## src/rtl/prg_ext_pkg.sv

```systemverilog
package prg_ext_pkg;

  // Address bits 15:13 select one of four 8 KB windows when A15 is high.
  typedef enum logic [1:0] {
    WIN_LO  = 2'd0,   // $8000-$9FFF
    WIN_MID = 2'd1,   // $A000-$BFFF
    WIN_HI  = 2'd2,   // $C000-$DFFF
    WIN_TOP = 2'd3    // $E000-$FFFF
  } prg_win_e;

  localparam int ADDR_HI_W = 3;
  localparam int EXT_CNT   = 2;   // two switchable program banks

  function automatic prg_win_e win_of(input logic [ADDR_HI_W-1:0] hi);
    return prg_win_e'(hi[1:0]);
  endfunction

endpackage

```

## src/rtl/prg_ext_wr_snoop.sv

```systemverilog
module prg_ext_wr_snoop
  import prg_ext_pkg::*;
(
  input  logic                 clk,
  input  logic                 rst_n,
  input  logic                 bus_phase_i,
  input  logic                 rw_i,
  input  logic [ADDR_HI_W-1:0] addr_hi_i,
  input  logic                 addr_lsb_i,
  output logic                 sel_we_o,
  output logic                 dat_we_o
);

  logic phase_q;
  logic phase_fall;
  logic reg_hit;

  always_ff @(posedge clk or negedge rst_n) begin
    if (!rst_n) phase_q <= 1'b0;
    else        phase_q <= bus_phase_i;
  end

  assign phase_fall = phase_q & ~bus_phase_i;
  // only the $8000-$9FFF register pair is shadowed
  assign reg_hit    = phase_fall & ~rw_i &
                      addr_hi_i[ADDR_HI_W-1] & (win_of(addr_hi_i) == WIN_LO);
  assign sel_we_o   = reg_hit & ~addr_lsb_i;
  assign dat_we_o   = reg_hit &  addr_lsb_i;

  AST_WE_NEEDS_WRITE: assert property (@(posedge clk) disable iff (!rst_n)
    (sel_we_o || dat_we_o) |-> (!rw_i && $past(bus_phase_i) && !bus_phase_i));

endmodule

```

## src/rtl/prg_ext_shadow.sv

```systemverilog
module prg_ext_shadow
  import prg_ext_pkg::*;
#(
  parameter int DATA_W   = 8,
  parameter int IDX_W    = 3,
  parameter int MODE_POS = 6,
  parameter int EXT_POS  = 6,
  parameter int EXT_BASE = 6
) (
  input  logic              clk,
  input  logic              rst_n,
  input  logic              sel_we_i,
  input  logic              dat_we_i,
  input  logic [DATA_W-1:0] data_i,
  output logic              mode_o,
  output logic [EXT_CNT-1:0] ext_o
);

  logic [IDX_W-1:0]   idx_q;
  logic               mode_q;
  logic [EXT_CNT-1:0] ext_q;

  always_ff @(posedge clk or negedge rst_n) begin
    if (!rst_n) begin
      idx_q  <= '0;
      mode_q <= 1'b0;
    end else if (sel_we_i) begin
      idx_q  <= data_i[IDX_W-1:0];
      mode_q <= data_i[MODE_POS];
    end
  end

  for (genvar k = 0; k < EXT_CNT; k++) begin : g_ext
    localparam logic [IDX_W-1:0] MY_IDX = IDX_W'(EXT_BASE + k);
    always_ff @(posedge clk or negedge rst_n) begin
      if (!rst_n)                            ext_q[k] <= 1'b0;
      else if (dat_we_i && idx_q == MY_IDX)  ext_q[k] <= data_i[EXT_POS];
    end
  end

  assign mode_o = mode_q;
  assign ext_o  = ext_q;

  AST_MODE_LATCH: assert property (@(posedge clk) disable iff (!rst_n)
    sel_we_i |=> (mode_q == $past(data_i[MODE_POS])));
  AST_FIRST_EXT_STORE: assert property (@(posedge clk) disable iff (!rst_n)
    (dat_we_i && idx_q == IDX_W'(EXT_BASE)) |=> (ext_q[0] == $past(data_i[EXT_POS])));
  AST_SECOND_EXT_STORE: assert property (@(posedge clk) disable iff (!rst_n)
    (dat_we_i && idx_q == IDX_W'(EXT_BASE + 1)) |=> (ext_q[1] == $past(data_i[EXT_POS])));
  AST_LOW_INDEX_KEEPS: assert property (@(posedge clk) disable iff (!rst_n)
    (dat_we_i && idx_q < IDX_W'(EXT_BASE)) |=> $stable(ext_q));
  AST_IDLE_KEEPS: assert property (@(posedge clk) disable iff (!rst_n)
    (!sel_we_i && !dat_we_i) |=> ($stable(ext_q) && $stable(mode_q) && $stable(idx_q)));

endmodule

```

## src/rtl/prg_ext_window_mux.sv

```systemverilog
module prg_ext_window_mux
  import prg_ext_pkg::*;
(
  input  logic                 clk,
  input  logic                 rst_n,
  input  logic [ADDR_HI_W-1:0] addr_hi_i,
  input  logic                 mode_i,
  input  logic [EXT_CNT-1:0]   ext_i,
  output logic                 a19_o
);

  prg_win_e win;
  logic     in_rom;

  assign win    = win_of(addr_hi_i);
  assign in_rom = addr_hi_i[ADDR_HI_W-1];

  always_comb begin
    a19_o = 1'b0;
    if (in_rom) begin
      unique case (win)
        WIN_LO:  a19_o = mode_i ? 1'b1 : ext_i[0];
        WIN_MID: a19_o = ext_i[1];
        WIN_HI:  a19_o = mode_i ? ext_i[0] : 1'b1;
        WIN_TOP: a19_o = 1'b1;
        default: a19_o = 1'b0;
      endcase
    end
  end

  AST_MODE0_WINDOWS: assert property (@(posedge clk) disable iff (!rst_n)
    (!mode_i && addr_hi_i == 3'b100) |-> (a19_o == ext_i[0]));
  AST_MODE0_FIXED: assert property (@(posedge clk) disable iff (!rst_n)
    (!mode_i && addr_hi_i == 3'b110) |-> a19_o);
  AST_MODE1_WINDOWS: assert property (@(posedge clk) disable iff (!rst_n)
    (mode_i && addr_hi_i == 3'b110) |-> (a19_o == ext_i[0]));
  AST_MODE1_FIXED: assert property (@(posedge clk) disable iff (!rst_n)
    (mode_i && addr_hi_i == 3'b100) |-> a19_o);
  AST_MID_FOLLOWS: assert property (@(posedge clk) disable iff (!rst_n)
    (addr_hi_i == 3'b101) |-> (a19_o == ext_i[1]));
  AST_TOP_HIGH: assert property (@(posedge clk) disable iff (!rst_n)
    (addr_hi_i == 3'b111) |-> a19_o);
  AST_LOW_HALF_ZERO: assert property (@(posedge clk) disable iff (!rst_n)
    !addr_hi_i[ADDR_HI_W-1] |-> !a19_o);

endmodule

```

## src/rtl/prg_a19_ext.sv

```systemverilog
module prg_a19_ext
  import prg_ext_pkg::*;
#(
  parameter int DATA_W   = 8,
  parameter int IDX_W    = 3,
  parameter int MODE_POS = 6,
  parameter int EXT_POS  = 6,
  parameter int EXT_BASE = 6
) (
  input  logic                 clk,
  input  logic                 rst_n,
  input  logic                 bus_phase_i,
  input  logic                 rw_i,
  input  logic [ADDR_HI_W-1:0] addr_hi_i,
  input  logic                 addr_lsb_i,
  input  logic [DATA_W-1:0]    data_i,
  output logic                 rom_a19_o
);

  logic               sel_we;
  logic               dat_we;
  logic               mode;
  logic [EXT_CNT-1:0] ext;

  prg_ext_wr_snoop i_snoop (
    .clk        (clk),
    .rst_n      (rst_n),
    .bus_phase_i(bus_phase_i),
    .rw_i       (rw_i),
    .addr_hi_i  (addr_hi_i),
    .addr_lsb_i (addr_lsb_i),
    .sel_we_o   (sel_we),
    .dat_we_o   (dat_we)
  );

  prg_ext_shadow #(
    .DATA_W  (DATA_W),
    .IDX_W   (IDX_W),
    .MODE_POS(MODE_POS),
    .EXT_POS (EXT_POS),
    .EXT_BASE(EXT_BASE)
  ) i_shadow (
    .clk     (clk),
    .rst_n   (rst_n),
    .sel_we_i(sel_we),
    .dat_we_i(dat_we),
    .data_i  (data_i),
    .mode_o  (mode),
    .ext_o   (ext)
  );

  prg_ext_window_mux i_mux (
    .clk      (clk),
    .rst_n    (rst_n),
    .addr_hi_i(addr_hi_i),
    .mode_i   (mode),
    .ext_i    (ext),
    .a19_o    (rom_a19_o)
  );

endmodule

```

## config.mk

```make
export PLATFORM = sky130hd
export DESIGN_NAME = prg_a19_ext
export DESIGN_NICKNAME = d
export VERILOG_FILES = /design/src/rtl/prg_ext_pkg.sv /design/src/rtl/prg_ext_wr_snoop.sv /design/src/rtl/prg_ext_shadow.sv /design/src/rtl/prg_ext_window_mux.sv /design/src/rtl/prg_a19_ext.sv
export SDC_FILE = /design/constraint.sdc
export NUM_CORES = 1
export LEC_CHECK = 0
export BUFFER_PORTS_ARGS = -buffer_cell sky130_fd_sc_hd__buf_2
export CAP_MARGIN = 20
export CORE_AREA = 4 4 41 43
export DETAILED_ROUTE_END_ITERATION = 10
export DIE_AREA = 0 0 45 47
export SKIP_LAST_GASP = 1
export SYNTH_ARGS = -nofsm -noshare
export SYNTH_HDL_FRONTEND = slang
export SYNTH_SLANG_ARGS = --single-unit
```

## constraint.sdc

```tcl
create_clock -name clk -period 1.6 [get_ports clk]
set_clock_uncertainty 0.2 [all_clocks]
set_input_delay 0.08 -clock clk [delete_from_list [all_inputs] [get_ports clk]]
set_output_delay 0.08 -clock clk [all_outputs]
set_load 0.02 [all_outputs]
```

==> results.md, run 1 <==
* Status: finished, final reports clean
* Max-slew violations at 0
* Syn_nets at 40
* H-tree Lvls at 1
* Grt ovf at 0
* CTS Root Cell: clkbuf_4
* CP endpoint kind: primary output
* P&R area growth vs syn at 60.5%
* Max Cap Viol at 0
* Die height at 47 um
* Later-pin clock latency in the skew report at 250 ps
* Share of layout cells above drive strength 1 at 48.0%
* Seq cells post-synth at 7
* Simple-gate share of the synthesized area at 18.8%
* Site row count at 13
* Sw frac at 23.0%
* Reg power frac at 46.7%
* XOR/XNOR share of the synthesized area at 2.68%
* Worst R2R End: i_shadow.ext_o[1]
* Seq/Total Area, Yosys at 53.6%
* Count of different cell masters after synthesis at 13
* Yosys warnings at 0
* Crit share post-route at 94.8%
* Die Width at 45 um
* Largest net degree at the start of global routing at 8
* Reg-to-reg slack, setup at 160 ps
* I/O Buffers at 12
* CTS resizes at 0
* # setup viols final at 0
* Hold WC Path Type: primary input to register
* Fin Setup TNS at 0 ps
* Final Critical Period at 1520 ps
* RR Startpoint: i_snoop.phase_q
* Max Clk Rate at 0.659 GHz
* Startpoint types: register
* Post-CTS setup buffer count at 0
* Worst Path Max Fanout at 2
* Leak at 0.261 nW
* Cts bufs inserted at 3
* Post-synth top area share at 53.6%
* Combinational Power Share at 16.0%
* Antenna viol nets, final at 0
* Maximum buffer depth of the clock tree at 2
* # nets final at 67
* Critical path launch point: i_shadow.mode_o
* Wire length per cell at 11.5 um
* PwrDens at 817 mW/mm2
* Worst Tran Pin Value at 347 ps
* Tot GR Track Use at 9.39%
* RSZ-0062 raised after global routing: false
* Initial antenna violation count at 0
* CP max stage delay at 380 ps
* GPL Wtd Cong at 0.668
* Syn Area/Cell at 13.6 um2
* Synth area leaders: dfrtp_1, mux2_2, mux2_1
* CTS tree: built
* Synth Instances at 24
* Synth Area in Compound Gates at 3.07%
* Initial Utilization at 25.1%
* Post-Synthesis Cell Area at 327 um2
* Register-to-Register Path Depth at 3
* DIE AREA at 0.00212 mm2
* Synth area leader: dfrtp_1
* Via count at 284
* Worst path required time at 1320 ps
* CP cell instances: xor2_1 -> o311a_1 -> buf_2
* DR DRC count at 0
* Ports at 17
* Clock Power Share at 37.2%
* Worst EP arrival at 1240 ps
* CP max stage cell: dfrtp_1
* Vias per cell at 4.37
* Kind of critical path: register to primary output
* Post-synthesis mux area share at 20.7%
* Wire length of the first global-routing pass at 1370 um
* Min-delay src: addr_lsb_i
* Int Power at 0.000330 W
* Max VDD drop at 415 uV
* Total core area at 0.00130 mm2
* Worst setup path endpoint: rom_a19_o
* Starting DRC count in detailed routing at 0
* Final HPWL DP at 561 um
* Ant diodes at 0
* Routed WL at 750 um
* Relative slew slack at 76.8%
* First-pass iteration count of the detailed router at 1
* CTS clock-pin slew for the worst setup and hold paths at 50 ps
* P_sw at 0.0000983 W
* Utilization after layout at 40.3%
* Hold Buf Count CTS at 7
* Vias in the first global route at 306
* Largest family of logic cells by synthesized area: multiplexers
* Final hold vios at 0
* Synth Area in Adders at 0%
* Clock sinks at 7
-- worst min-delay path by stage --
stage | end | cells past startpoint
2_1_floorplan | i_shadow.ext_o[0] | 0
6_report | i_shadow.idx_q[0] | 3
5_1_grt | i_shadow.idx_q[0] | 3
4_1_cts | i_shadow.idx_q[0] | 3
3_5_place_dp | i_snoop.phase_q | 1
3_3_place_gp | i_snoop.phase_q | 1
-- state kept, by name, summed over array words and instances (netlist names) --
signal,count
i_snoop.phase_q,1
i_shadow.ext_o,2
i_shadow.mode_o,1
i_shadow.idx_q,3
-- critical path: cells and delay by family, from the launching register on --
family                    cells  cell delay [ps]
DFF                           1              380
AOI/OAI and AO/OA             1              280
xor gates and xnor gates      1              160
buffers and inverters         1              160
-- layout by cell type (no fill, tap or decap), drive strengths merged --
cell,netlist,layout
nand2,1,1
mux2,6,6
nand2b,1,1
xor2,1,1
nor3,1,1
dlygate4sd3,0,7
clkbuf,0,4
o311a,1,1
or4b,1,1
nor4,2,2
nor2,1,1
inv,1,1
nand3,1,1
buf,0,15
dfrtp,7,7
-- synthesized netlist by cell type --
library cell	count
dfrtp_1	7
inv_1	1
mux2_1	2
mux2_2	4
nand2_1	1
nand2b_1	1
nand3_1	1
nor2_1	1
nor3_4	1
nor4_1	2
o311a_1	1
or4b_4	1
xor2_1	1
-- metrics by stage --
step / worst slack (ps) / hold WS, ps / cells / area, um2 / power [W]
after floorplan: 55.8 / -416 / 24 / 327 / 0.000228
after global placement: -94.5 / -279 / 54 / 428 / 0.000258
after detailed placement: -121 / -272 / 54 / 428 / 0.000260
after CTS: 60.0 / 32.7 / 65 / 524 / 0.000441
after global routing: 20.3 / 38.3 / 65 / 524 / 0.000471
final: 83.0 / 41.5 / 65 / 524 / 0.000428
-- cell families after synthesis --
family / count (synthesis)
xor+xnor: 1
flops: 7
mux: 6
simple gates: 8
buf+inv: 1
compound gates: 1
-- power groups by stage --
stage	combinational, W	sequential [W]	clock, W
floorplan	0.0000272	0.000201	0
global placement	0.0000545	0.000203	0
detailed placement	0.0000558	0.000204	0
CTS	0.0000693	0.000201	0.000171
global route	0.0000777	0.000202	0.000191
finish	0.0000687	0.000200	0.000159
-- area by class of cell --
type | instances | area (um2)
clock buffers | 4 | 26.3
well taps | 15 | 18.8
repair buffers | 22 | 153
multi-input cells | 16 | 148
flip-flops and latches | 7 | 175
inverters | 1 | 3.75
fillers | 141 | 777
-- routing by layer --
layer	GRT usage [%]	wire length (um)	vias to the layer above
met5	0	0	-
met4	5.26	0	0
met3	3.45	85	0
met2	14.1	336	13
met1	11.6	328	128
li1	-	-	143
No activity file was read; power rests on OpenSTA's default activity.
==> inputs of run 2 (changes only) <==
--- a/config.mk
+++ b/config.mk
@@ -5,11 +5,13 @@
 export SDC_FILE = /design/constraint.sdc
 export NUM_CORES = 1
 export LEC_CHECK = 0
+export ABC_AREA = 1
 export BUFFER_PORTS_ARGS = -buffer_cell sky130_fd_sc_hd__buf_2
 export CAP_MARGIN = 20
 export CORE_AREA = 4 4 41 43
 export DETAILED_ROUTE_END_ITERATION = 10
 export DIE_AREA = 0 0 45 47
+export RECOVER_POWER = 100
 export SKIP_LAST_GASP = 1
 export SYNTH_ARGS = -nofsm -noshare
 export SYNTH_HDL_FRONTEND = slang
==> results.md, run 2 <==
* Status: finished with violations
* Failing checks: hold timing
* CP max stage cell: dlygate4sd3_1
* GPL Wtd Cong at 0.728 (+8.9%)
* Worst Path Max Fanout at 6 (+4)
* Synth Instances at 48 (+100%)
* Synth area leader: dfrtp_1
* CP endpoint kind: register
* Final hold vios at 5 (+5)
* Hold Buf Count CTS at 8 (+1)
* Cts bufs inserted at 3 (unchanged)
* Fin Setup TNS at 0 ps (unchanged)
* Most frequent cells after synthesis: nand2_1, dfrtp_1, inv_1
* DR DRC count at 0 (unchanged)
* Wire length per cell at 8.97 um (-22%)
* Reg-to-reg slack, setup at 440 ps (+280 ps)
* Maximum buffer depth of the clock tree at 2 (unchanged)
* Tot GR Track Use at 9.32% (-0.065 points)
* CTS Root Cell: clkbuf_4
* Worst path required time at 1570 ps (+250 ps)
* Initial antenna violation count at 0 (unchanged)
* CP max stage delay at 530 ps (+150 ps)
* CTS resizes at 0 (unchanged)
* Largest register FFs at 3 (unchanged)
* CP bufs+invs at 2 (+1)
* Share of layout cells above drive strength 1 at 25.0% (-23 points)
* H-tree Lvls at 1 (unchanged)
* Vias in the first global route at 352 (+15%)
* # nets final at 89 (+33%)
* Wire length of the first global-routing pass at 1370 um (unchanged)
* P&R area growth vs syn at 45.0%
* Commonest non-fill, non-tap cell in the layout: nand2_1
* Post-CTS setup buffer count at 0 (unchanged)
* Post-synth EDFFs at 0 (unchanged)
* Worst Tran Pin Value at 326 ps (-20.8 ps)
* Count of different cell masters after synthesis at 12 (-1)
* Max Clk Rate at 0.689 GHz (+4.5%)
* CP cell instances: dlygate4sd3_1 -> clkbuf_1 -> nor2_1 -> nand3_4 -> nor2_4 -> nand2_1 -> o21ai_1
* Max VDD drop at 416 uV (+0.23%)
* Final Critical Period at 1450 ps (-65.1 ps)
* Post-synth top area share at 45.6% (-8.0 points)
* Via count at 370 (+30%)
* Site row count at 13 (unchanged)
* Ports at 17 (unchanged)
* Synth area leaders: dfrtp_1, nand2_1, inv_1
* Post-Synthesis Cell Area at 384 um2 (+18%)
* Worst Hold Slack at -27.1 ps (-68.6 ps)
* CTS clock-pin slew for the worst setup and hold paths at 60 ps (about the same)
* I/O Buffers at 12 (unchanged)
* Total core area at 0.00130 mm2 (unchanged)
* Die Width at 45 um (unchanged)
* Routed WL at 780 um (+4.0%)
* Most frequent cells in the layout: nand2_1, buf_2, dlygate4sd3_1
* Reg with most FFs: i_shadow.idx_q
* Starting DRC count in detailed routing at 3 (+3)
* Pre-CTS WS at 444 ps (+565 ps)
* Crit share post-route at 90.7% (-4.1 points)
* Relative slew slack at 78.2% (+1.4 points)
* First-pass iteration count of the detailed router at 4 (+3)
* Seq/Total Area, Yosys at 45.6% (-8.0 points)
* Antenna viol nets, final at 0 (unchanged)
* Initial Utilization at 29.5% (+4.4 points)
* Final HPWL DP at 602 um (+7.3%)
* Largest net degree at the start of global routing at 8 (unchanged)
* DIE AREA at 0.00212 mm2 (unchanged)
* Async SR Flop Fraction at 100% (unchanged)
* Max-slew violations at 0 (unchanged)
* Syn Area/Cell at 8.00 um2 (-41%)
* CTS tree: built
* Main synth FF type: dfrtp_1
* CP top delay family: buffers and inverters
* Most frequent cell after synthesis: nand2_1
* PwrDens at 788 mW/mm2 (-3.5%)
* RSZ-0062 raised after global routing: false
* Hold WC Path Type: primary input to register
* Vias per cell at 4.25 (-2.7%)
* Max Cap Viol at 0 (unchanged)
* Grt ovf at 0 (unchanged)
* Leak at 0.290 nW (+11%)
* Later-pin clock latency in the skew report at 250 ps (about the same)
* Min setup slack post-route at 148 ps (+65.1 ps)
* Seq cells post-synth at 7 (unchanged)
* Die height at 47 um (unchanged)
* Clock sinks at 7 (unchanged)
* Syn_nets at 64 (+60%)
* Startpoint types: primary input
* Ant diodes at 0 (unchanged)
* Yosys warnings at 0 (unchanged)
* Kind of critical path: primary input to register
* # setup viols final at 0 (unchanged)
* Worst EP arrival at 1420 ps (+180 ps)
run 2: cell count changes after synthesis, sizes merged, moves of 3 or more:
cell	delta
inv	+6
mux2	-6
nand3	+3
nor2	+6
nand2	+14
o21ai	+5
run 2: routing by layer:
metal	part of all wire [%]	track usage [%]	vias to the layer above
met4	0	5.26	0
li1	-	-	199
met5	0	0	-
met1	43	10.3	161
met2	50	15.5	10
met3	7.4	3.45	0
run 2: cells by family (layout without fill, tap and decap cells):
family / count (synthesis) / count (layout) / share of synthesized area, %
flops: 7 / 7 / 45.6
simple gates: 28 / 28 / 39.4
buf+inv: 7 / 31 / 6.84
compound gates: 6 / 6 / 8.14
run 2: per-stage QoR:
stage / hold WS (ps) / power [W] / utilization [%] / cells / area (um2)
2_1_floorplan: -416 / 0.000238 / - / 48 / 384
3_3_place_gp: -278 / 0.000269 / 35.6 / 75 / 463
3_5_place_dp: -275 / 0.000271 / 35.6 / 75 / 463
4_1_cts: 4.04 / 0.000448 / 43.8 / 87 / 569
5_1_grt: -3.13 / 0.000470 / 42.8 / 87 / 557
6_report: -27.1 / 0.000439 / 42.8 / 87 / 557
run 2: layout make-up:
class	instances	area, um2
Timing Repair Buffer	20	139
Sequential cell	7	175
Tap cell	15	18.8
Inverter	7	26.3
Fill cell	154	744
Clock buffer	4	26.3
Multi-Input combinational cell	34	171
run 2: report_power, final:
part / internal, W / leakage, nW / switching (W)
Combinational: 0.0000371 / 0.188 / 0.0000400
Sequential: 0.000195 / 0.0873 / 0.00000783
Clock: 0.0000951 / 0.0150 / 0.0000637
run 2: path summary, 6_finish.rpt:
kind	start	to	depth (start not counted)
min in group asynchronous	rst_n	i_shadow.idx_q[1]	3
worst min-delay path	addr_lsb_i	i_shadow.idx_q[1]	3
worst max-delay path	bus_phase_i	i_shadow.idx_q[0]	7
max in group asynchronous	rst_n	i_shadow.mode_o	3
worst min register to register	i_shadow.ext_o[1]	i_shadow.ext_o[1]	2
worst max register to register	i_snoop.phase_q	i_shadow.idx_q[0]	6
run 2: tightest hold or removal path: stages:
cell and delay, ps:
buf_2 150, o21ai_0 110, nand2_1 50
